### src/rtl/boot_seq_pkg.sv
package boot_seq_pkg;
  // Encoding of the sequencer phases.
  typedef enum logic [2:0] {
    ST_RESET  = 3'd0,
    ST_SAMPLE = 3'd1,
    ST_LOAD   = 3'd2,
    ST_HALT   = 3'd3,
    ST_RUN    = 3'd4
  } bootState_e;

  // Strobes sent from the control module to the datapath.
  typedef struct packed {
    logic capture;
    logic haltClear;
    logic haltSet;
  } dpStrobe_t;

  localparam int MODE_W      = 3;
  localparam int MODE_NORMAL = 0;
  localparam int MODE_EEPROM = 1;
endpackage

### src/rtl/boot_seq_datapath.sv
module boot_seq_datapath
  import boot_seq_pkg::*;
#(
  parameter int SLV_PINS = 4,
  parameter int MST_PINS = 4,
  parameter int ADDR_W   = 7
) (
  input  logic                clk,
  input  logic                rstN,
  input  dpStrobe_t           strobe,
  input  logic [SLV_PINS-1:0] slvStrap,
  input  logic [MST_PINS-1:0] mstStrap,
  input  logic [MODE_W-1:0]   modeStrap,
  input  logic                haltStrap,
  input  logic                slowStrap,
  output logic [ADDR_W-1:0]   slvAddr,
  output logic [ADDR_W-1:0]   mstAddr,
  output logic                loadMode,
  output logic                haltBit,
  output logic                modeErr,
  output logic                slowMode
);
  localparam int SLV_LOW = 3;   // straps that drive address bits 1..3
  localparam int MST_FIX = ADDR_W - MST_PINS;
  localparam logic [MST_FIX-1:0] MST_TOP = 3'b101;

  logic [ADDR_W-1:0] slvNext;
  logic [ADDR_W-1:0] mstNext;
  logic              reservedMode;

  // Build the addresses from the straps, filling the fixed bits.
  always_comb begin
    slvNext = {2'b11, slvStrap[SLV_PINS-1], 1'b0, slvStrap[SLV_LOW-1:0]};
    mstNext = {MST_TOP, mstStrap};
    reservedMode = (modeStrap > MODE_W'(MODE_EEPROM));
  end

  always_ff @(posedge clk or negedge rstN) begin
    if (!rstN) begin
      slvAddr  <= '0;
      mstAddr  <= '0;
      loadMode <= 1'b0;
      modeErr  <= 1'b0;
      slowMode <= 1'b0;
    end else if (strobe.capture) begin
      slvAddr  <= slvNext;
      mstAddr  <= mstNext;
      loadMode <= (modeStrap == MODE_W'(MODE_EEPROM));
      modeErr  <= reservedMode;
      slowMode <= slowStrap;
    end
  end

  // The halt bit is loaded from its strap at capture time; after that
  // only the write strobes from the control module change it.
  always_ff @(posedge clk or negedge rstN) begin
    if (!rstN) begin
      haltBit <= 1'b0;
    end else if (strobe.capture) begin
      haltBit <= haltStrap;
    end else if (strobe.haltClear) begin
      haltBit <= 1'b0;
    end else if (strobe.haltSet) begin
      haltBit <= 1'b1;
    end
  end
endmodule

### src/rtl/boot_seq_ctrl.sv
module boot_seq_ctrl
  import boot_seq_pkg::*;
(
  input  logic       clk,
  input  logic       rstN,
  input  logic       loadMode,
  input  logic       haltBit,
  input  logic       loadDone,
  input  logic       haltWrEn,
  input  logic       haltWrData,
  output dpStrobe_t  strobe,
  output logic       loadReq,
  output logic       smbActive,
  output logic       coreEnable
);
  bootState_e state;
  bootState_e stateNext;
  logic       writable;

  always_comb begin
    stateNext = state;
    unique case (state)
      ST_RESET:  stateNext = ST_SAMPLE;
      ST_SAMPLE: begin
        if (loadMode)     stateNext = ST_LOAD;
        else if (haltBit) stateNext = ST_HALT;
        else              stateNext = ST_RUN;
      end
      ST_LOAD: begin
        if (loadDone) stateNext = haltBit ? ST_HALT : ST_RUN;
      end
      ST_HALT: begin
        if (!haltBit) stateNext = ST_RUN;
      end
      ST_RUN:    stateNext = ST_RUN;
      default:   stateNext = ST_RESET;
    endcase
  end

  // Halt writes count only between capture and run.
  always_comb begin
    writable         = (state == ST_SAMPLE) || (state == ST_LOAD) || (state == ST_HALT);
    strobe.capture   = (state == ST_RESET);
    strobe.haltClear = writable && haltWrEn && !haltWrData;
    strobe.haltSet   = writable && haltWrEn && haltWrData;
  end

  always_ff @(posedge clk or negedge rstN) begin
    if (!rstN) state <= ST_RESET;
    else       state <= stateNext;
  end

  always_comb begin
    loadReq    = (state == ST_LOAD);
    smbActive  = (state != ST_RESET);
    coreEnable = (state == ST_RUN);
  end
endmodule

### src/rtl/boot_seq_top.sv
module boot_seq_top
  import boot_seq_pkg::*;
#(
  parameter int SLV_PINS = 4,
  parameter int MST_PINS = 4,
  parameter int ADDR_W   = 7
) (
  input  logic                clk,
  input  logic                rstN,
  input  logic [SLV_PINS-1:0] slvStrap,
  input  logic [MST_PINS-1:0] mstStrap,
  input  logic [2:0]          modeStrap,
  input  logic                haltStrap,
  input  logic                slowStrap,
  input  logic                haltWrEn,
  input  logic                haltWrData,
  input  logic                loadDone,
  output logic [ADDR_W-1:0]   slvAddr,
  output logic [ADDR_W-1:0]   mstAddr,
  output logic                loadReq,
  output logic                smbActive,
  output logic                coreEnable,
  output logic                modeErr,
  output logic                slowMode
);
  dpStrobe_t strobe;
  logic      loadMode;
  logic      haltBit;

  boot_seq_ctrl u_ctrl (
    .clk        (clk),
    .rstN       (rstN),
    .loadMode   (loadMode),
    .haltBit    (haltBit),
    .loadDone   (loadDone),
    .haltWrEn   (haltWrEn),
    .haltWrData (haltWrData),
    .strobe     (strobe),
    .loadReq    (loadReq),
    .smbActive  (smbActive),
    .coreEnable (coreEnable)
  );

  boot_seq_datapath #(
    .SLV_PINS (SLV_PINS),
    .MST_PINS (MST_PINS),
    .ADDR_W   (ADDR_W)
  ) u_dp (
    .clk       (clk),
    .rstN      (rstN),
    .strobe    (strobe),
    .slvStrap  (slvStrap),
    .mstStrap  (mstStrap),
    .modeStrap (modeStrap),
    .haltStrap (haltStrap),
    .slowStrap (slowStrap),
    .slvAddr   (slvAddr),
    .mstAddr   (mstAddr),
    .loadMode  (loadMode),
    .haltBit   (haltBit),
    .modeErr   (modeErr),
    .slowMode  (slowMode)
  );
endmodule

### config.mk
export PLATFORM = sky130hd
export DESIGN_NAME = boot_seq_top
export DESIGN_NICKNAME = d
export VERILOG_FILES = /design/src/rtl/boot_seq_pkg.sv /design/src/rtl/boot_seq_datapath.sv /design/src/rtl/boot_seq_ctrl.sv /design/src/rtl/boot_seq_top.sv
export SDC_FILE = /design/constraint.sdc
export NUM_CORES = 1
export LEC_CHECK = 0
export ABC_AREA = 0
export BUFFER_PORTS_ARGS = -buffer_cell sky130_fd_sc_hd__buf_2
export CORE_MARGIN = 10
export CORE_UTILIZATION = 39
export CTS_CLUSTER_DIAMETER = 150
export DETAILED_ROUTE_END_ITERATION = 16
export PLACE_DENSITY_LB_ADDON = 0.3
export SLEW_MARGIN = 20
export SYNTH_ARGS = -nofsm -noshare
export SYNTH_HDL_FRONTEND = slang
export SYNTH_HIERARCHICAL = 1
export SYNTH_SLANG_ARGS = --single-unit
### constraint.sdc
create_clock -name clk -period 1.4 [get_ports clk]
set_input_delay 0.21 -clock clk [delete_from_list [all_inputs] [get_ports clk]]
set_output_delay 0.21 -clock clk [all_outputs]
set_load 0.1 [all_outputs]
==> results of run 1 <==
-- metrics by stage --
step | hold WS [ps] | std cells | setup WS [ps] | util | setup TNS (ps)
after global routing | 131 | 131 | -126 | 0.629 | -1220
after CTS | 128 | 129 | -94.8 | 0.619 | -723
after detailed placement | 137 | 121 | -29.9 | 0.561 | -202
final | 138 | 131 | -82.1 | 0.629 | -615
after floorplan | -85.6 | 63 | -335 | - | -3230
after global placement | 134 | 121 | -15.4 | 0.561 | -50.7
-- final timing paths --
path,from,slack [ps],cells after the start,end
max,u_ctrl/state[0],-80,2,smbActive
min,haltStrap,140,3,u_dp/haltBit
max reg2reg,u_ctrl/state[0],-60,4,u_dp/slvAddr[4]
min reg2reg,u_dp/mstAddr[3],510,1,u_dp/mstAddr[3]
max in group asynchronous,rstN,780,2,u_dp/mstAddr[4]
min in group asynchronous,rstN,350,2,u_dp/slvAddr[4]
-- timing repair --
item	CTS	global route
buffers inserted	3	2
endpoints found under the setup margin	12	14
hold buffers	1	0
resized for setup	9	1
hold endpoints to repair	16	0
pin swaps	4	6
-- logic make-up after synthesis --
family / Yosys count / synth area share
other: 1 / 0.00491
DFF: 16 / 0.525
AOI/OAI and AO/OA: 11 / 0.0934
and+or+nand+nor: 15 / 0.120
buffers and inverters: 10 / 0.105
muxes: 9 / 0.152
-- worst register-to-register path: cells and delay by family (launching register included) --
family / cells / cell delay (ps)
multiplexers: 1 / 320
flip-flops: 1 / 410
AND/OR/NAND/NOR: 1 / 400
buffers and inverters: 2 / 230
-- registers in the layout (all words and copies together), names as in the netlist --
name,count
u_ctrl/state,3
u_dp/slowMode,1
u_dp/modeErr,1
u_dp/loadMode,1
u_dp/haltBit,1
u_dp/slvAddr,4
u_dp/mstAddr,5
-- final cells by class --
cell class | instances | area [um2]
Sequential cell | 16 | 403
Inverter | 3 | 11.3
Fill cell | 149 | 661
Clock buffer | 4 | 36.3
Multi-Input combinational cell | 37 | 305
Timing Repair Buffer | 46 | 335
Tap cell | 25 | 31.3
-- synthesized netlist by cell type --
master	number
and4bb_2	1
nor2b_1	2
o2bb2ai_1	1
o21ai_0	3
nor2_1	6
dfrtp_1	16
nor3_1	1
nor4b_1	1
a21oi_1	2
o31ai_1	1
a31o_2	1
and2_4	1
or2_1	1
mux2_2	5
buf_6	1
inv_1	3
buf_12	1
o21ai_1	1
buf_4	5
or3_4	1
mux2_4	4
a21o_1	1
a221oi_1	1
nand2_1	1
conb_1	1
-- per-layer routing --
metal	vias up	track usage	wire [um]
li1	295	-	-
met4	0	0.00802	0
met3	0	0.0557	148
met2	17	0.138	884
met5	-	0	0
met1	273	0.0888	693
-- cells in the final DEF (no fill, tap or decap), drive strengths merged --
cell type	synthesis	routed
o2bb2ai	1	1
o31ai	1	1
and2	1	1
nor2b	2	2
a31o	1	1
o21ai	4	4
clkbuf	0	4
and4bb	1	1
conb	1	2
nor3	1	1
mux2	9	9
nor2	6	6
a221oi	1	1
or2	1	1
nor4b	1	1
or3	1	1
a21oi	2	2
dlygate4sd3	0	1
buf	7	45
nand2	1	1
dfrtp	16	16
a21o	1	1
inv	3	3
==> results.md, run 1 <==
- The final count of negative-setup-slack endpoints is 12.
- The relative area change from synthesis to final layout is 47.0%.
- The largest single stage delay on the critical path is 410 ps.
- The first detailed-routing pass took 4 iterations.
- The number of vias per cell is 4.47.
- The number of clock sinks is 16.
- The critical-path cell with the highest stage delay is dfrtp_2.
- After floorplanning, the core was divided into 15 placement rows.
- The number of antenna violations at the first check in global routing came to 0.
- Data arrives at the worst endpoint at 1270 ps.
- CTS built an H-tree with a depth of 1.
- Traced cell by cell, the critical path runs through or3_4 > buf_12.
- The horizontal die dimension is 64.2 um.
- The checks that failed: setup timing.
- The global-route usage over all layers is 0.0830.
- Synthesis inferred 16 register bits.
- The type of the setup path with the least slack is register to output port.
- The synthesized netlist occupies a cell area of 763 um2.
- Of the cells placed in the final design, the portion with a size suffix greater than 1 is 0.632.
- After synthesis, the cell types taking the most area are dfrtp_1 (52%), mux2_4 (7.9%), mux2_2 (7.4%).
- The core footprint is 0.00178 mm2.
- Once detailed placement completed, the half-perimeter wirelength came to 1320 um.
- The overall via count from detail_route is 585.
- The flow ran to the end, but the final reports show violations.
- Of the post-synthesis cell area, the dominant cell type holds 0.525.
- The cell count after synthesis came out at 62.
- STA classifies the critical path endpoint as an output port.
- The smallest setup slack after layout is -82.1 ps.
- The required time at the endpoint of the critical path is 1190 ps.
- The number of routed nets with antenna violations is 0.
- The max-capacitance violation count is 0.
- The highest clock rate is 0.675 GHz.
- The final clock skew is 4.48 ps.
- The routed wire length per instance is 13.2 um.
- The finished cells cover 0.00112 mm2.
- The die span in y is 64.2 um.
- The effective utilization at floorplan is 0.428.
- For the finished layout, the period the worst path requires is 1480 ps.
- The biggest area contributor in the post-synthesis netlist is dfrtp_1.
- The total DRC errors in the routed layout is 0.
- The tightest min-delay check is of the primary input to register type.
- The congestion estimate from routability-driven global placement came to 0.685.
- The total overflow left after global routing is 0.
- The total of buffers placed on input and output ports is 34.
- The buffer depth of the longest clock path is 2.
- The post-detailed-placement cell area is 0.00100 mm2.
- The largest net degree at the start of global routing is 17.
- Of all nets on the critical path, the largest fanout is 2.
- The total wirelength of the detailed-routed design is 1730 um.
- The net total in the final layout is 125.
- Counting both buffers and inverters, the worst setup path holds a total of 1.
- The portion of the clock cycle consumed by the worst path in the final layout is 1.06.
- The share of the Yosys chip area taken by registers is 0.525.
- The clock-pin transition on the worst setup and hold timing paths is 80 ps.
- The detailed router finished its first iteration with 5 violations.
- Setup repair after global routing could not meet its margin everywhere.
- The number of inserted diodes is 0.
- The cell sitting at the root of the clock tree is a clkbuf_4.
- The first-pass GRT wire length is 2790 um.
- Averaged over all synthesized cells, the footprint is 12.3 um2.
- Among cell families on the critical path, the largest total delay comes from flip-flops.
- The number of clock buffers added by TritonCTS is 3.
- The launching element type of the critical path is a register.
- The number of library cell types mapped by synthesis is 25.
- The CTS tree is yes.
- For this run, the number of Yosys warnings is 6.
- The number of global-route vias before repair is 621.
- The total count of max-transition violations in the final report is 0.
- The number of primary I/O pins is 37.
- The later-pin clock latency in the skew report is 280 ps.
- The die footprint is 0.00413 mm2.
- The number of hold violations in the final report was 0.
Power of run 1 is left out: the tool's default activity adds up to more than one toggle a clock period on the data nets, which glitch-free logic cannot reach.
==> inputs of run 2 (changes only) <==
--- a/config.mk
+++ b/config.mk
@@ -5,10 +5,10 @@
 export SDC_FILE = /design/constraint.sdc
 export NUM_CORES = 1
 export LEC_CHECK = 0
-export ABC_AREA = 0
+export ABC_AREA = 1
 export BUFFER_PORTS_ARGS = -buffer_cell sky130_fd_sc_hd__buf_2
 export CORE_MARGIN = 10
-export CORE_UTILIZATION = 39
+export CORE_UTILIZATION = 25
 export CTS_CLUSTER_DIAMETER = 150
 export DETAILED_ROUTE_END_ITERATION = 16
 export PLACE_DENSITY_LB_ADDON = 0.3
==> run 2 against run 1 <==
Highest routed layer is now met4. Wire length is 16% higher. Final area is 2.0% higher. The flow still finishes with violations (setup timing). Sequential share of layout area is 0.60 points lower. Critical path depth is 2 higher. Utilization is 26 points lower. Die area is 43% higher. Synthesized cell count is 73% higher. Synthesized area is 5.6% higher. Register-to-register slack better by 270 ps. Via count is 27% higher.
==> results.md, run 2 <==
- The number of antenna violations at the first check in global routing came to 0.
- The mean instance size in the synthesized netlist is 7.53 um2.
- The launching element type of the critical path is a register.
- The number of clock sinks is 16.
- The share of the Yosys chip area taken by registers is 0.497.
- The final clock skew is 7.49 ps.
- The total DRC errors in the routed layout is 0.
- Subtracting the final worst setup slack from the clock period gives 1410 ps.
- The total of buffers placed on input and output ports is 34.
- The number of library cell types mapped by synthesis is 18.
- The largest registers in the layout are u_dp/mstAddr (5), u_dp/slvAddr (4), u_ctrl/state (3).
- The initial utilization of the core area, before any placement, comes to 0.262.
- The overall via count from detail_route is 741.
- The final standard cell utilization of the core is 0.372.
- The top cell types in the final layout, fill and taps aside, are nand2_1 (42), buf_2 (31), dfrtp_1 (13), nor2_1 (10), inv_1 (7).
- The number of placement rows is 20.
- The synthesized cell area is 806 um2.
- The routed wire length per instance is 10.6 um.
- The synthesis-stage register bit count is 16.
- In the post-synthesis netlist, the cell with the most instances is nand2_1.
- After routing, the total negative slack on setup checks comes to -11.9 ps.
- The flow ran to the end, but the final reports show violations.
- The relative area change from synthesis to final layout is 42.1%.
- Entering global routing, the biggest net connects 17 pins.
- The total of warnings raised by yosys is 6.
- STA puts the critical path data required time at 1190 ps.
- The die footprint is 0.00589 mm2.
- The number of routed nets with antenna violations is 0.
- The cell sitting at the root of the clock tree is a clkbuf_4.
- The global-route usage over all layers is 0.0711.
- The first-pass GRT wire length is 3500 um.
- Counting flops with a built-in enable in the synthesized netlist gives 0.
- The total buffers and inverters traversed by the critical path is 2.
- The commonest cells after synthesis are nand2_1 (44), dfrtp_1 (16), nor2_1 (11), inv_1 (10).
- Final hold analysis gives a worst-case slack of 121 ps.
- The number of primary I/O pins is 37.
- The last weighted congestion value of the routability-driven placer is 0.714.
- The type of the setup path with the least slack is register to output port.
- The CTS tree is yes.
- The worst hold-check path type is primary input to register.
- For this run, asynchronously set or reset flops after synthesis account for 1.00.
- Setup repair after global routing could not meet its margin everywhere.
- The worst setup path is captured at an output port.
- The data arrival time of the worst path is 1200 ps.
- The number of flip-flops under the largest register name is 5.
- The synthesized design spends more area on one cell type than any other, namely dfrtp_1.
- The dominant delay contributor by cell family on the critical path is flip-flops.
- Timing analysis after detailed placement gives a worst setup slack of 128 ps.
- The critical-path cell with the highest stage delay is dfrtp_1.
- In this run the standard cell core region covers 0.00308 mm2.
- The level count of the clock H-tree is 1.
- The tool flagged a number of max-cap violations equal to 0.
- The horizontal die dimension is 76.8 um.
- The DRC violation total after the first TritonRoute iteration is 54.
- By area the synthesized netlist is led by dfrtp_1 (50%), nand2_1 (20%), nor2_1 (5.1%).
- The library cell used most frequently in the layout, excluding fill and tap cells, is nand2_1.
- The highest clock rate is 0.708 GHz.
- After legalization and detailed placement, the total HPWL measured 1640 um.
- The number of inserted diodes is 0.
- The share of cells above drive strength 1 is 0.400.
- The routed design has 2010 um of wire.
- The share of synthesized area in the top cell type comes to 0.497.
- The net total in the final layout is 164.
- Using the TritonRoute via totals, the vias-per-cell ratio works out to 3.92.
- The maximum fanout count along the critical path is 3.
- The final count of negative-setup-slack endpoints is 1.
- After clock tree synthesis, the clock-pin slew on the worst setup and hold paths is 90 ps.
- Global routing finished with a remaining overflow of 0.
- The die span in y is 76.8 um.
- In the finished design, the share of the clock period the worst path needs comes to 1.01.
- The final reports fail on setup timing.
- The most used flip-flop cell after synthesis is dfrtp_1.
- Ranked by flip-flop count, first place goes to u_dp/mstAddr.
- The total count of max-transition violations in the final report is 0.
- The number of global-route vias before repair is 782.
- The later-pin clock latency in the skew report is 280 ps.
- TritonCTS created 3 clock buffers.
- Synthesis produced a netlist whose cell count is 107.
- The number of hold violations in the final report is 0.
- The signal on the critical path passes through nor2_4 > nand2_2 > clkinvlp_4 > buf_12.
- The first TritonRoute pass finished after 4 iterations.
- The buffer depth of the longest clock path is 2.
- The smallest setup slack after layout is -11.9 ps.
- In this design, the stage delay of the slowest critical-path cell is 430 ps.
==> run 2: per-stage QoR <==
step	cell area [um2]	std cells
finish	1140	189
global route	1140	189
CTS	1130	189
detailed placement	1050	181
global placement	1050	181
floorplan	825	108
==> run 2: path summary, 6_finish.rpt <==
check | endpoint | from | slack [ps] | depth (start not counted)
max in group asynchronous | u_ctrl/state[2] | rstN | 760 | 2
min in group asynchronous | u_dp/mstAddr[0] | rstN | 350 | 2
worst max-delay path | coreEnable | u_ctrl/state[0] | -10 | 4
worst min-delay path | u_dp/mstAddr[2] | mstStrap[2] | 120 | 3
worst max register to register | u_ctrl/state[0] | u_ctrl/state[0] | 210 | 7
worst min register to register | u_dp/slvAddr[0] | u_dp/slvAddr[0] | 480 | 2
==> run 2: kinds of logic (layout without fill, tap and decap cells) <==
group / count (synthesis) / after routing / share of synthesized area
AND/OR/NAND/NOR: 67 / 67 / 0.346
buffers and inverters: 21 / 58 / 0.140
flip-flops: 16 / 16 / 0.497
AO/OA/AOI/OAI: 2 / 2 / 0.0124
other: 1 / 2 / 0.00465
==> run 2: cell type report <==
| cell class | count | area [um2] |
|---|---|---|
| Clock buffer | 4 | 36.3 |
| Fill cell | 342 | 1930 |
| Inverter | 14 | 61.3 |
| Multi-Input combinational cell | 71 | 322 |
| Sequential cell | 16 | 404 |
| Tap cell | 44 | 55.1 |
| Timing Repair Buffer | 40 | 267 |
==> run 2: repair_timing <==
item | in CTS | in global routing
hold buffers | 1 | 0
setup buffers | 3 | 0
resized for setup | 5 | 4
pin swaps | 1 | 0
endpoints found under the hold margin | 16 | 0
endpoints found under the setup margin | 3 | 2
==> run 2: worst register-to-register path, delay by kind of cell (launching register included) <==
family | cells | cell delay (ps)
buffers and inverters | 2 | 250
DFF | 1 | 410
and+or+nand+nor | 5 | 430
==> run 2: routing by layer <==
layer	track usage	vias to the layer above	routed length, um
li1	-	388	-
met1	0.0753	322	855
met2	0.114	27	928
met3	0.0373	4	192
met4	0.0335	0	30
met5	0	-	0
Power of run 2 is left out for the same reason.
==> inputs of run 3 (changes only) <==
--- a/config.mk
+++ b/config.mk
@@ -11,7 +11,7 @@
 export CORE_UTILIZATION = 25
 export CTS_CLUSTER_DIAMETER = 150
 export DETAILED_ROUTE_END_ITERATION = 16
-export PLACE_DENSITY_LB_ADDON = 0.3
+export SKIP_CTS_REPAIR_TIMING = 1
 export SLEW_MARGIN = 20
 export SYNTH_ARGS = -nofsm -noshare
 export SYNTH_HDL_FRONTEND = slang
==> run 3 against run 2 <==
The run still ends with setup timing left. Wire length increased by 1.0%. Via count increased by 0.40%. First-iteration DRC count decreased by 28%. Hold slack got worse by 6.2 ps. Sequential share of layout area increased by 0.98 points. Critical path type unchanged.
==> results.md, run 3 (synthesis results as in run 2) <==
- The launching element type of the critical path is a register.
- The relative area change from synthesis to final layout is 38.7%.
- The final count of negative-setup-slack endpoints is 1.
- The smallest setup slack after layout is -54.0 ps.
- The maximum fanout count along the critical path is 5.
- From bottom edge to top edge, the die measures 76.8 um.
- The critical path starts at u_ctrl/state[0].
- The global-route usage over all layers is 0.0658.
- The total of buffers placed on input and output ports is 34.
- The clock drives 16 sinks.
- The max-capacitance violation count is 0.
- In the layout the commonest cells are nand2_1 (42), buf_2 (31), dfrtp_1 (12), nor2_1 (10), inv_1 (7).
- The number of routed nets with antenna violations is 0.
- The later-pin clock latency in the skew report is 280 ps.
- In the final layout, the share of cells above drive strength 1 is 0.399.
- The clock-pin transition on the worst setup and hold timing paths is 90 ps.
- The total wirelength of the detailed-routed design is 2030 um.
- Across the routed clock network, the largest skew measured is 1.00 ps.
- The data arrival time of the worst path is 1240 ps.
- The number of antenna diodes in the final layout is 0.
- The final standard cell utilization of the core is 0.363.
- STA classifies the critical path endpoint as an output port.
- The effective utilization at floorplan is 0.262.
- The met2 track demand over resource is 0.0995.
- The final critical-path required period is 1450 ps.
- No sink is reached through more buffers than the 2 on the longest clock path.
- After the first detailed-routing iteration, the DRC count stood at 39.
- The register with the most flip-flops in the layout has 5 of them.
- The largest net degree at the start of global routing is 17.
- Ranked by flip-flop count, first place goes to u_dp/mstAddr.
- The number of primary I/O pins is 37.
- The number of hold violations in the final report is 0.
- The number of vias per cell is 3.98.
- The portion of the clock cycle consumed by the worst path in the final layout is 1.04.
- For this run the aggregate overflow at the end of global routing stands at 0.
- After detailed placement, the total cell area comes to 0.00104 mm2.
- The cell area after layout is 0.00112 mm2.
- The tree is rooted in a clkbuf_4.
- The largest registers in the layout are u_dp/mstAddr (5), u_dp/slvAddr (4), u_ctrl/state (3).
- The flow ran to the end, but the final reports show violations.
- Setup repair after global routing could not meet its margin everywhere.
- Timing analysis after detailed placement gives a worst setup slack of 130 ps.
- Once detailed placement completed, the half-perimeter wirelength came to 1660 um.
- The origin of the critical flop-to-flop path is u_ctrl/state[0].
- In this run the standard cell core region covers 0.00308 mm2.
- The total count of max-transition violations in the final report is 0.
- The first TritonRoute pass finished after 4 iterations.
- The startpoint of the worst hold path is slvStrap[2].
- The first global-routing pass estimated 3190 um of wire.
- The checks that failed: setup timing.
- The congestion estimate from routability-driven global placement came to 0.749.
- The required time at the endpoint of the critical path is 1190 ps.
- The overall via count from detail_route is 744.
- The final layout contains 162 nets.
- The placed instance count is 180.
- The die is 76.8 um wide.
- The total DRC errors in the routed layout is 0.
- The total CTS buffers is 3.
- The routed wire length per instance is 10.8 um.
- The number of global-route vias before repair is 742.
- For met1 alone, demand over resource in global routing was 0.0706.
- TritonCTS built the clock tree.
- The highest clock rate is 0.688 GHz.
- The type of the setup path with the least slack is register to output port.
- The worst hold-check path type is primary input to register.
- The floorplan has 20 rows.
- The met3 usage is 0.0431.
- The level count of the clock H-tree is 1.
- The peak-usage layer in the global routing report is met2.
- The number of antenna violations at the first check in global routing is 0.
- The floorplan step defined a die boundary enclosing 0.00589 mm2.
- Leaving out fill and tap cells, the most frequent cell in the layout is nand2_1.
- Leaving out filler cells and counting taps, the final layout contains 187.
run 3: routing by layer:
metal | wire (um) | share of wire
met1 | 845 | 0.42
met3 | 246 | 0.12
met4 | 16 | 0.0079
met2 | 917 | 0.45
met5 | 0 | 0
run 3: final cells by class:
| class | instances | area, um2 |
|---|---|---|
| Multi-Input combinational cell | 71 | 314 |
| Tap cell | 44 | 55.1 |
| Inverter | 14 | 58.8 |
| Clock buffer | 4 | 36.3 |
| Timing Repair Buffer | 38 | 248 |
| Fill cell | 341 | 1960 |
| Sequential cell | 16 | 405 |
run 3: final timing paths:
kind	endpoint	cells past startpoint	slack (ps)
setup reg to reg	u_dp/modeErr	6	170
min in group asynchronous	u_dp/slvAddr[0]	2	350
hold / removal	u_dp/slvAddr[2]	3	110
setup / recovery	coreEnable	4	-50
hold reg to reg	u_dp/slvAddr[4]	2	480
max in group asynchronous	u_ctrl/state[2]	2	760
run 3: worst max-delay path, stage by stage, from the launching register on:
cell and delay [ps]:
dfrtp_2 460, nor2_4 160, nand2_2 90, clkinvlp_4 80, buf_12 160
run 3: through the flow:
| stage | hold slack (ps) | TNS (ps) |
|---|---|---|
| 3_5_place_dp | 141 | 0 |
| 2_1_floorplan | -85.6 | 0 |
| 3_3_place_gp | 137 | 0 |
| 5_1_grt | 103 | -191 |
| 4_1_cts | -181 | -260 |
| 6_report | 115 | -54.0 |
Power of run 3 is left out for the same reason.
